==> src/rtl/lc_pkg.sv <==
package lc_pkg;

  // Command encoding seen on req_cmd / piece_cmd
  localparam logic [1:0] LC_CMD_READ  = 2'b00;
  localparam logic [1:0] LC_CMD_WRITE = 2'b01;

  typedef enum logic {
    LC_IDLE  = 1'b0,
    LC_ISSUE = 1'b1
  } lc_state_e;

endpackage

==> src/rtl/lc_cmd_check.sv <==
module lc_cmd_check (
  input  logic [1:0] cmd,
  output logic       legal
);
  import lc_pkg::*;

  always_comb begin
    legal = (cmd == LC_CMD_READ) || (cmd == LC_CMD_WRITE);
  end

endmodule

==> src/rtl/lc_piece_calc.sv <==
// Size of the piece that starts at 'addr' given 'remaining' bytes left.
// LEN_W must exceed log2(LINE_BYTES); LINE_BYTES must be at least 2.
module lc_piece_calc #(
  parameter int ADDR_W     = 32,
  parameter int LEN_W      = 12,
  parameter int LINE_BYTES = 64,
  localparam int LINE_LOG2 = $clog2(LINE_BYTES),
  localparam int SIZE_W    = LINE_LOG2 + 1
) (
  input  logic [ADDR_W-1:0] addr,
  input  logic [LEN_W-1:0]  remaining,
  output logic [SIZE_W-1:0] size,
  output logic [LEN_W-1:0]  rem_after
);

  logic [SIZE_W-1:0] room;
  logic [LEN_W-1:0]  room_w;

  always_comb begin
    room      = SIZE_W'(LINE_BYTES) - {1'b0, addr[LINE_LOG2-1:0]};
    room_w    = LEN_W'(room);
    size      = (remaining < room_w) ? remaining[SIZE_W-1:0] : room;
    rem_after = remaining - LEN_W'(size);
  end

endmodule

==> src/rtl/line_chunker.sv <==
module line_chunker #(
  parameter int ADDR_W     = 32,
  parameter int LEN_W      = 12,
  parameter int LINE_BYTES = 64,
  localparam int LINE_LOG2 = $clog2(LINE_BYTES),
  localparam int SIZE_W    = LINE_LOG2 + 1
) (
  input  logic              clk,
  input  logic              rst,
  input  logic              req_valid,
  output logic              req_ready,
  input  logic [ADDR_W-1:0] req_addr,
  input  logic [LEN_W-1:0]  req_len,
  input  logic [1:0]        req_cmd,
  output logic              piece_valid,
  input  logic              piece_ready,
  output logic [ADDR_W-1:0] piece_addr,
  output logic [SIZE_W-1:0] piece_size,
  output logic [LEN_W-1:0]  piece_offset,
  output logic [1:0]        piece_cmd,
  output logic              piece_last,
  output logic              finish,
  output logic              bad_cmd
);
  import lc_pkg::*;

  lc_state_e         state_q;
  logic [LEN_W-1:0]  rem_q;
  logic              cmd_legal;
  logic [ADDR_W-1:0] calc_addr;
  logic [LEN_W-1:0]  calc_rem;
  logic [SIZE_W-1:0] calc_size;
  logic [LEN_W-1:0]  calc_rem_after;
  logic              take_piece;

  lc_cmd_check u_cmd_check (
    .cmd   (req_cmd),
    .legal (cmd_legal)
  );

  // While idle the calculator sees the new request; while issuing it
  // sees the address just past the presented piece.
  always_comb begin
    if (state_q == LC_ISSUE) begin
      calc_addr = piece_addr + ADDR_W'(piece_size);
      calc_rem  = rem_q;
    end else begin
      calc_addr = req_addr;
      calc_rem  = req_len;
    end
  end

  lc_piece_calc #(
    .ADDR_W     (ADDR_W),
    .LEN_W      (LEN_W),
    .LINE_BYTES (LINE_BYTES)
  ) u_piece_calc (
    .addr      (calc_addr),
    .remaining (calc_rem),
    .size      (calc_size),
    .rem_after (calc_rem_after)
  );

  assign req_ready  = (state_q == LC_IDLE);
  assign take_piece = piece_valid & piece_ready;

  always_ff @(posedge clk) begin
    if (rst) begin
      state_q      <= LC_IDLE;
      piece_valid  <= 1'b0;
      piece_addr   <= '0;
      piece_size   <= '0;
      piece_offset <= '0;
      piece_cmd    <= LC_CMD_READ;
      piece_last   <= 1'b0;
      rem_q        <= '0;
      finish       <= 1'b0;
      bad_cmd      <= 1'b0;
    end else begin
      finish  <= 1'b0;
      bad_cmd <= 1'b0;
      if (state_q == LC_IDLE) begin
        if (req_valid) begin
          if (!cmd_legal) begin
            bad_cmd <= 1'b1;
          end else if (req_len == '0) begin
            finish <= 1'b1;
          end else begin
            state_q      <= LC_ISSUE;
            piece_valid  <= 1'b1;
            piece_addr   <= req_addr;
            piece_size   <= calc_size;
            piece_offset <= '0;
            piece_cmd    <= req_cmd;
            rem_q        <= calc_rem_after;
            piece_last   <= (calc_rem_after == '0);
          end
        end
      end else if (take_piece) begin
        if (piece_last) begin
          state_q     <= LC_IDLE;
          piece_valid <= 1'b0;
          piece_last  <= 1'b0;
          finish      <= 1'b1;
        end else begin
          piece_addr   <= calc_addr;
          piece_size   <= calc_size;
          piece_offset <= piece_offset + LEN_W'(piece_size);
          rem_q        <= calc_rem_after;
          piece_last   <= (calc_rem_after == '0);
        end
      end
    end
  end

endmodule

==> config.mk <==
export PLATFORM = sky130hd
export DESIGN_NAME = line_chunker
export DESIGN_NICKNAME = d
export VERILOG_FILES = /design/src/rtl/lc_pkg.sv /design/src/rtl/lc_cmd_check.sv /design/src/rtl/lc_piece_calc.sv /design/src/rtl/line_chunker.sv
export SDC_FILE = /design/constraint.sdc
export NUM_CORES = 1
export LEC_CHECK = 0
export BUFFER_PORTS_ARGS = -buffer_cell sky130_fd_sc_hd__buf_2
export CAP_MARGIN = 30
export CORE_MARGIN = 2
export CORE_UTILIZATION = 60
export CTS_BUF_LIST = sky130_fd_sc_hd__clkbuf_4 sky130_fd_sc_hd__clkbuf_8
export CTS_CLUSTER_DIAMETER = 30
export CTS_CLUSTER_SIZE = 24
export DETAILED_ROUTE_END_ITERATION = 10
export PLACE_DENSITY = 0.9
export SKIP_CTS_REPAIR_TIMING = 1
export SLEW_MARGIN = 20
export SYNTH_ARGS = -nofsm -noshare
export SYNTH_HDL_FRONTEND = slang
export SYNTH_SLANG_ARGS = --single-unit
==> constraint.sdc <==
create_clock -name clk -period 9.6 [get_ports clk]
set_input_delay 1.92 -clock clk [delete_from_list [all_inputs] [get_ports clk]]
set_output_delay 1.92 -clock clk [all_outputs]
set_load 0.05 [all_outputs]
==> results of run 1 <==
-- kinds of logic (layout without fill, tap and decap cells) --
family / Yosys count / in the layout / synth area share (%)
fa+ha+maj: 29 / 29 / 7.98
xor+xnor: 19 / 19 / 3.60
buf+inv: 53 / 146 / 4.33
mux: 22 / 22 / 4.98
simple gates: 252 / 252 / 25.5
compound gates: 181 / 181 / 24.6
flops: 70 / 70 / 29.0
-- power by group --
part	switching (W)	total, W	leakage, nW	internal [W]
combinational	0.000185	0.000283	1.78	0.0000982
clock	0.000128	0.000254	0.0948	0.000126
sequential	0.0000200	0.000328	0.572	0.000308
-- layer usage --
layer	wire [microns]	up-vias	share of wire (%)
li1	-	2461	-
met1	5580	2454	40
met2	6600	262	48
met3	1160	51	8.4
met4	458	0	3.3
met5	0	-	0
-- synth_stat cells (4+ instances only) --
library cell	instances
buf_1	6
a211oi_1	21
nor2b_1	6
xnor2_1	7
nand3_1	19
and4_1	5
mux2_2	7
o31ai_1	10
nand2_1	74
o211ai_1	4
nor4_1	7
dfxtp_1	70
nand2b_1	4
a21o_1	11
xor2_1	11
nor3_1	17
mux2i_1	12
and2_1	12
a21oi_1	62
and3_1	12
ha_1	26
o22ai_1	8
inv_1	17
clkbuf_1	25
o21ai_0	23
nor2_1	64
nand4_1	13
a22oi_1	6
o21bai_1	4
-- metrics by stage --
| step | setup WS, ns | hold slack, ns | utilization, % | instances |
|---|---|---|---|---|
| 2_1_floorplan | 3.37 | 0.433 | - | 626 |
| 3_3_place_gp | 2.96 | 0.441 | 69.5 | 805 |
| 3_5_place_dp | 2.71 | 0.445 | 69.6 | 806 |
| 4_1_cts | 3.02 | 0.467 | 72.1 | 821 |
| 5_1_grt | 2.64 | 0.477 | 72.1 | 821 |
| 6_report | 2.90 | 0.465 | 72.1 | 821 |
-- worst max-delay path, delay by kind of cell --
kind	cells	cell delay (ns)
compound gates	12	3.00
fa+ha+maj	3	0.76
simple gates	5	0.63
mux	1	0.28
buf+inv	3	0.25
xor+xnor	1	0.09
-- registers in the layout, summed over array words and instances, names as in the netlist --
name,flops
piece_last,1
piece_cmd,2
bad_cmd,1
piece_addr,32
state_q,1
piece_valid,1
piece_size,7
rem_q,12
finish,1
piece_offset,12
-- worst max-delay path by stage --
stage                           to  slack, ns  depth (start not counted)
final                     rem_q[9]       2.90                         25
after global routing      rem_q[9]       2.64                         25
after CTS                 rem_q[9]       3.02                         25
after detailed placement  rem_q[9]       2.71                         26
after global placement    rem_q[9]       2.96                         25
after floorplan           rem_q[9]       3.37                         24
-- layout make-up --
cell class,count,area share [%]
sequential,70,25.0
timing repair buffer,112,10.2
tap,102,2.28
clock inverter,5,1.05
clock buffer,10,2.46
multi-input combinational,503,57.7
inverter,19,1.27
==> impl_metrics.toml, run 1 <==
[status]
outcome = "completed"

[synthesis]
synth_cell_types = 67
synthCells = 626
synth.avg_cell_area_sq_um = 7.71
ys_seq_area_share_pct = 29.0
yosys_register_bits = 70
synth_edf_count = 0
yosysTopAreaCell = "dfxtp_1"
synth_ff_type = "dfxtp_1"
syn_nets = 705
synth_top_area_share_pct = 29.0
netlist_area_sq_um = 4830
async_flop_share_pct = 0
yosys_warnings = 0
synthTopCellsByArea = "dfxtp_1, ha_1, a21oi_1"

[min_path]
hp-class = "flop to flop"
hold_start = "piece_cmd[1]"
hold_end = "piece_cmd[1]"
min_path_cells = 1

[clock_tree]
cts_max_path_buffers = 2
cts.htree.levels = 3
clk_latency_ns = 0.36
cts_tree = "yes"
path_clk_slew_ns = 0.08
cts_buffers = 9
cts_root_buf = "clkbuf_8"
clock-sinks = 70

[setup_path]
crit_start = "req_addr[0]"
slowest_stage = "o21ai_0"
rr_startpoint = "state_q"
criticalPathCategory = "primary input to flop"
crit_path_start_kind = "primary input"
cp-end-kind = "flop"
worstPathRequired_ns = 9.85
timing.rr.end = "rem_q[9]"
r2r_cells = 25
critPathMaxStageDelay_ns = 0.45
path_common_cell = "ha_1"
critical_path.max_fanout = 10
r2r_slack_ns = 3.08
arrival_ns = 6.95

[floorplanning]
die_w_microns = 93.7
core-area_sq_um = 7770
start_util_pct = 62.2
rows = 32
die_area_sq_um = 8780
die_y_microns = 93.7
io_pins = 108

[routing]
drc = 0
route.vias.total = 5228
drt_iter0_drc = 327
wirelength_microns = 13800
wire_per_inst_microns = 16.8
antenna_left = 0
first_pass_iters = 5
vias_per_cell = 6.37

[power_and_ir_drop]
p_leak_nw = 2.45
peakVddDrop_v = 0.0000864
p_total_w = 0.000865
power_density_nw_per_um2 = 155

[timing]
setup_viol = 0
fin_setup_tns_ns = 0
rsz0062_at_grt = "no"
period_share_pct = 69.8
fin_skew_ns = 0.00892
period_minus_slack_ns = 6.70
slew_violations = 0
worstMarginPinSlew_ns = 0.757
fmax_mhz = 149
relSlewSlack_pct = 49.6
hold_viol = 0

[finish]
area_growth_pct = 16.0
final_cell_mix = "buf_2, nand2_1, dfxtp_1"
fillers = 608
final_common_cell = "buf_2"
ff_latch_area_sq_um = 1400
stdcell_area_sq_um = 5600
diodes = 0
multi_input_area_sq_um = 3230
drive_above_1_share_pct = 21.3
finalNetCount = 794

[grt]
use_met3_pct = 5.38
grt_pass1_vias = 4684
grt-busiest-layer = "met2"
grt_max_degree = 68
groute.layer.met2.usage_pct = 50.8
antenna_found_initial = 0
grt_remaining_overflow = 0
grt.met1_usage_pct = 39.0
grt_pass1_wl_microns = 21800
grt_use_total_pct = 30.8

[run]
maxCapViolCount = 0

[place]
post_dp_cell_area_sq_um = 5400
gp_congestion = 0.926
numPortBuffers = 107
dpl.hpwl_microns = 9680
Power figures use the tool's default switching activity.
==> run 2, diff against run 1 <==
Settings changed: ABC_AREA from default to 1, CORE_UTILIZATION 60 to 57, PLACE_DENSITY 0.9 to 0.86.
Clock period 9.6 ns to 6.35 ns, I/O delays scaled along.
==> impl_metrics.toml, run 2 <==
[synthesis]
synth_mux_area_share_pct = 0
synth_cell_types = 45
yosys_warnings = 0
ys_seq_area_share_pct = 28.4
synth_edf_count = 0
yosysMostFrequentCell = "nand2_1"
synth_ff_type = "dfxtp_1"
synthTopCellsByArea = "dfxtp_1, nand2_1, inv_1"
synth_adder_area_share_pct = 7.80
synth-compound-area-share_pct = 17.8
synth_xor_area_share_pct = 4.76
synth_top_family_by_area = "simple AND/OR/NAND/NOR gates"
yosys_register_bits = 70
netlist_area_sq_um = 4940
synth_top_area_share_pct = 28.4
async_flop_share_pct = 0
synthCells = 741
synthSimpleGateAreaFrac_pct = 31.8
yosysTopAreaCell = "dfxtp_1"
synth.avg_cell_area_sq_um = 6.67
syn_nets = 820
synthTopCellsByCount = "nand2_1, inv_1, dfxtp_1, nor2_1, a21oi_1"

[grt]
groute.layer.met2.usage_pct = 50.7
grt_pass1_wl_microns = 23700
antenna_found_initial = 0
use_met3_pct = 5.90
grt.met1_usage_pct = 39.1
grt_remaining_overflow = 0
grt_max_degree = 64
grt_pass1_vias = 5091
grt-busiest-layer = "met2"
grt_use_total_pct = 30.1

[finish]
drive_above_1_share_pct = 20.5
largest_reg_flops = 32
final_cell_mix = "nand2_1, buf_2, inv_1"
area_growth_pct = 15.6
largest_register = "piece_addr"
diodes = 0
final_common_cell = "nand2_1"
reg.largest.list = "piece_addr: 32 flops, piece_offset: 12 flops, rem_q: 12 flops"
fillers = 720
finalNetCount = 915
ff_latch_area_sq_um = 1400
multi_input_area_sq_um = 3070

[setup_path]
timing.rr.end = "piece_last"
path_common_cell = "nand2_1"
arrival_ns = 5.14
endpoint = "piece_last"
r2r_cells = 31
r2r_slack_ns = 1.48
worstPathRequired_ns = 6.62
critical_path.max_fanout = 14
crit_start = "piece_size[0]"
rr_startpoint = "piece_size[0]"
slowest_stage = "dfxtp_1"
critPathMaxStageDelay_ns = 0.52
crit_path_start_kind = "flop"
cp-end-kind = "flop"
criticalPathCategory = "flop to flop"

[floorplanning]
die_w_microns = 97.1
start_util_pct = 59.5
io_pins = 108
die_area_sq_um = 9430
rows = 33
die_y_microns = 97.1
core-area_sq_um = 8300

[timing]
setup_viol = 0
fin_skew_ns = 0.0140
period_share_pct = 76.7
relSlewSlack_pct = 35.9
rsz0062_at_grt = "no"
hold-worst-slack_ns = 0.438
slew_violations = 0
fmax_mhz = 205
worstMarginPinSlew_ns = 0.961
hold_viol = 0
fin_setup_tns_ns = 0
period_minus_slack_ns = 4.87

[clock_tree]
cts_max_path_buffers = 2
clk_latency_ns = 0.36
cts_buffers = 9
cts_root_buf = "clkbuf_8"
cts.htree.levels = 3
path_clk_slew_ns = 0.08
cts_tree = "yes"
clock-sinks = 70

[routing]
vias_per_cell = 5.66
first_pass_iters = 7
wire_per_inst_microns = 14.8
drt_iter0_drc = 405
route.vias.total = 5345
drc = 0
antenna_left = 0
wirelength_microns = 14000

[place]
gp_congestion = 0.915
numPortBuffers = 107
dpl.hpwl_microns = 10200

[power_and_ir_drop]
swShare_pct = 38.8
p_int_w = 0.000773
p_seq_share_pct = 39.2
p_switching_w = 0.000491
peakVddDrop_v = 0.000121
p_leak_nw = 2.77
p_clk_share_pct = 28.4
power_density_nw_per_um2 = 221
power_frac_comb_pct = 32.4

[run]
maxCapViolCount = 0

[min_path]
hp-class = "flop to flop"

[status]
outcome = "completed"
[run 2: cell type report]
| class | count | area share, % |
|---|---|---|
| Multi-Input combinational cell | 552 | 53.8 |
| Sequential cell | 70 | 24.6 |
| Timing Repair Buffer | 113 | 10.2 |
| Inverter | 90 | 5.91 |
| Tap cell | 105 | 2.30 |
| Clock buffer | 9 | 2.17 |
| Clock inverter | 6 | 1.12 |
[run 2: power by group through the flow]
stage / Sequential (W) / Combinational, W / Clock (W)
2_1_floorplan: 0.000559 / 0.000248 / 0
3_3_place_gp: 0.000504 / 0.000388 / 0
3_5_place_dp: 0.000505 / 0.000401 / 0
4_1_cts: 0.000495 / 0.000405 / 0.000358
5_1_grt: 0.000500 / 0.000454 / 0.000377
6_report: 0.000496 / 0.000409 / 0.000359
[run 2: layer usage]
layer	routed length, microns	vias up
met3	1130	28
met4	290	0
met5	0	-
met1	6020	2465
met2	6580	237
li1	-	2615
[run 2: per-stage QoR]
stage,cell area (sq um),cells,power [W],setup WS [ns],util [%]
2_1_floorplan,4940,741,0.000807,1.88,-
3_3_place_gp,5520,930,0.000891,1.59,66.6
3_5_place_dp,5520,930,0.000906,1.41,66.6
4_1_cts,5710,945,0.00126,1.51,68.8
5_1_grt,5710,945,0.00133,1.06,68.8
6_report,5710,945,0.00126,1.48,68.8
[run 2: worst max-delay path, delay by kind of cell, from the launching register on]
| kind | cells | cell delay (ns) |
|---|---|---|
| adder cells (fa/ha/maj) | 5 | 1.71 |
| AO/OA/AOI/OAI | 6 | 0.80 |
| flip-flops | 1 | 0.52 |
| AND/OR/NAND/NOR | 18 | 1.57 |
| buffers and inverters | 2 | 0.19 |
[run 2: cells by family (layout without fill, tap and decap cells)]
group / after synthesis / count (layout)
adders and majority gates: 29 / 29
buffers and inverters: 119 / 218
and+or+nand+nor: 346 / 346
DFF: 70 / 70
AOI/OAI and AO/OA: 151 / 151
xor gates and xnor gates: 26 / 26
[run 2: how the worst min path moves through the flow]
stage | start | endpoint | slack [ns] | cells after the start
2_1_floorplan | rem_q[3] | rem_q[3] | 0.46 | 2
3_3_place_gp | piece_cmd[1] | piece_cmd[1] | 0.42 | 2
3_5_place_dp | piece_cmd[1] | piece_cmd[1] | 0.43 | 2
4_1_cts | piece_cmd[1] | piece_cmd[1] | 0.44 | 2
5_1_grt | piece_cmd[1] | piece_cmd[1] | 0.45 | 2
6_report | piece_cmd[1] | piece_cmd[1] | 0.44 | 2
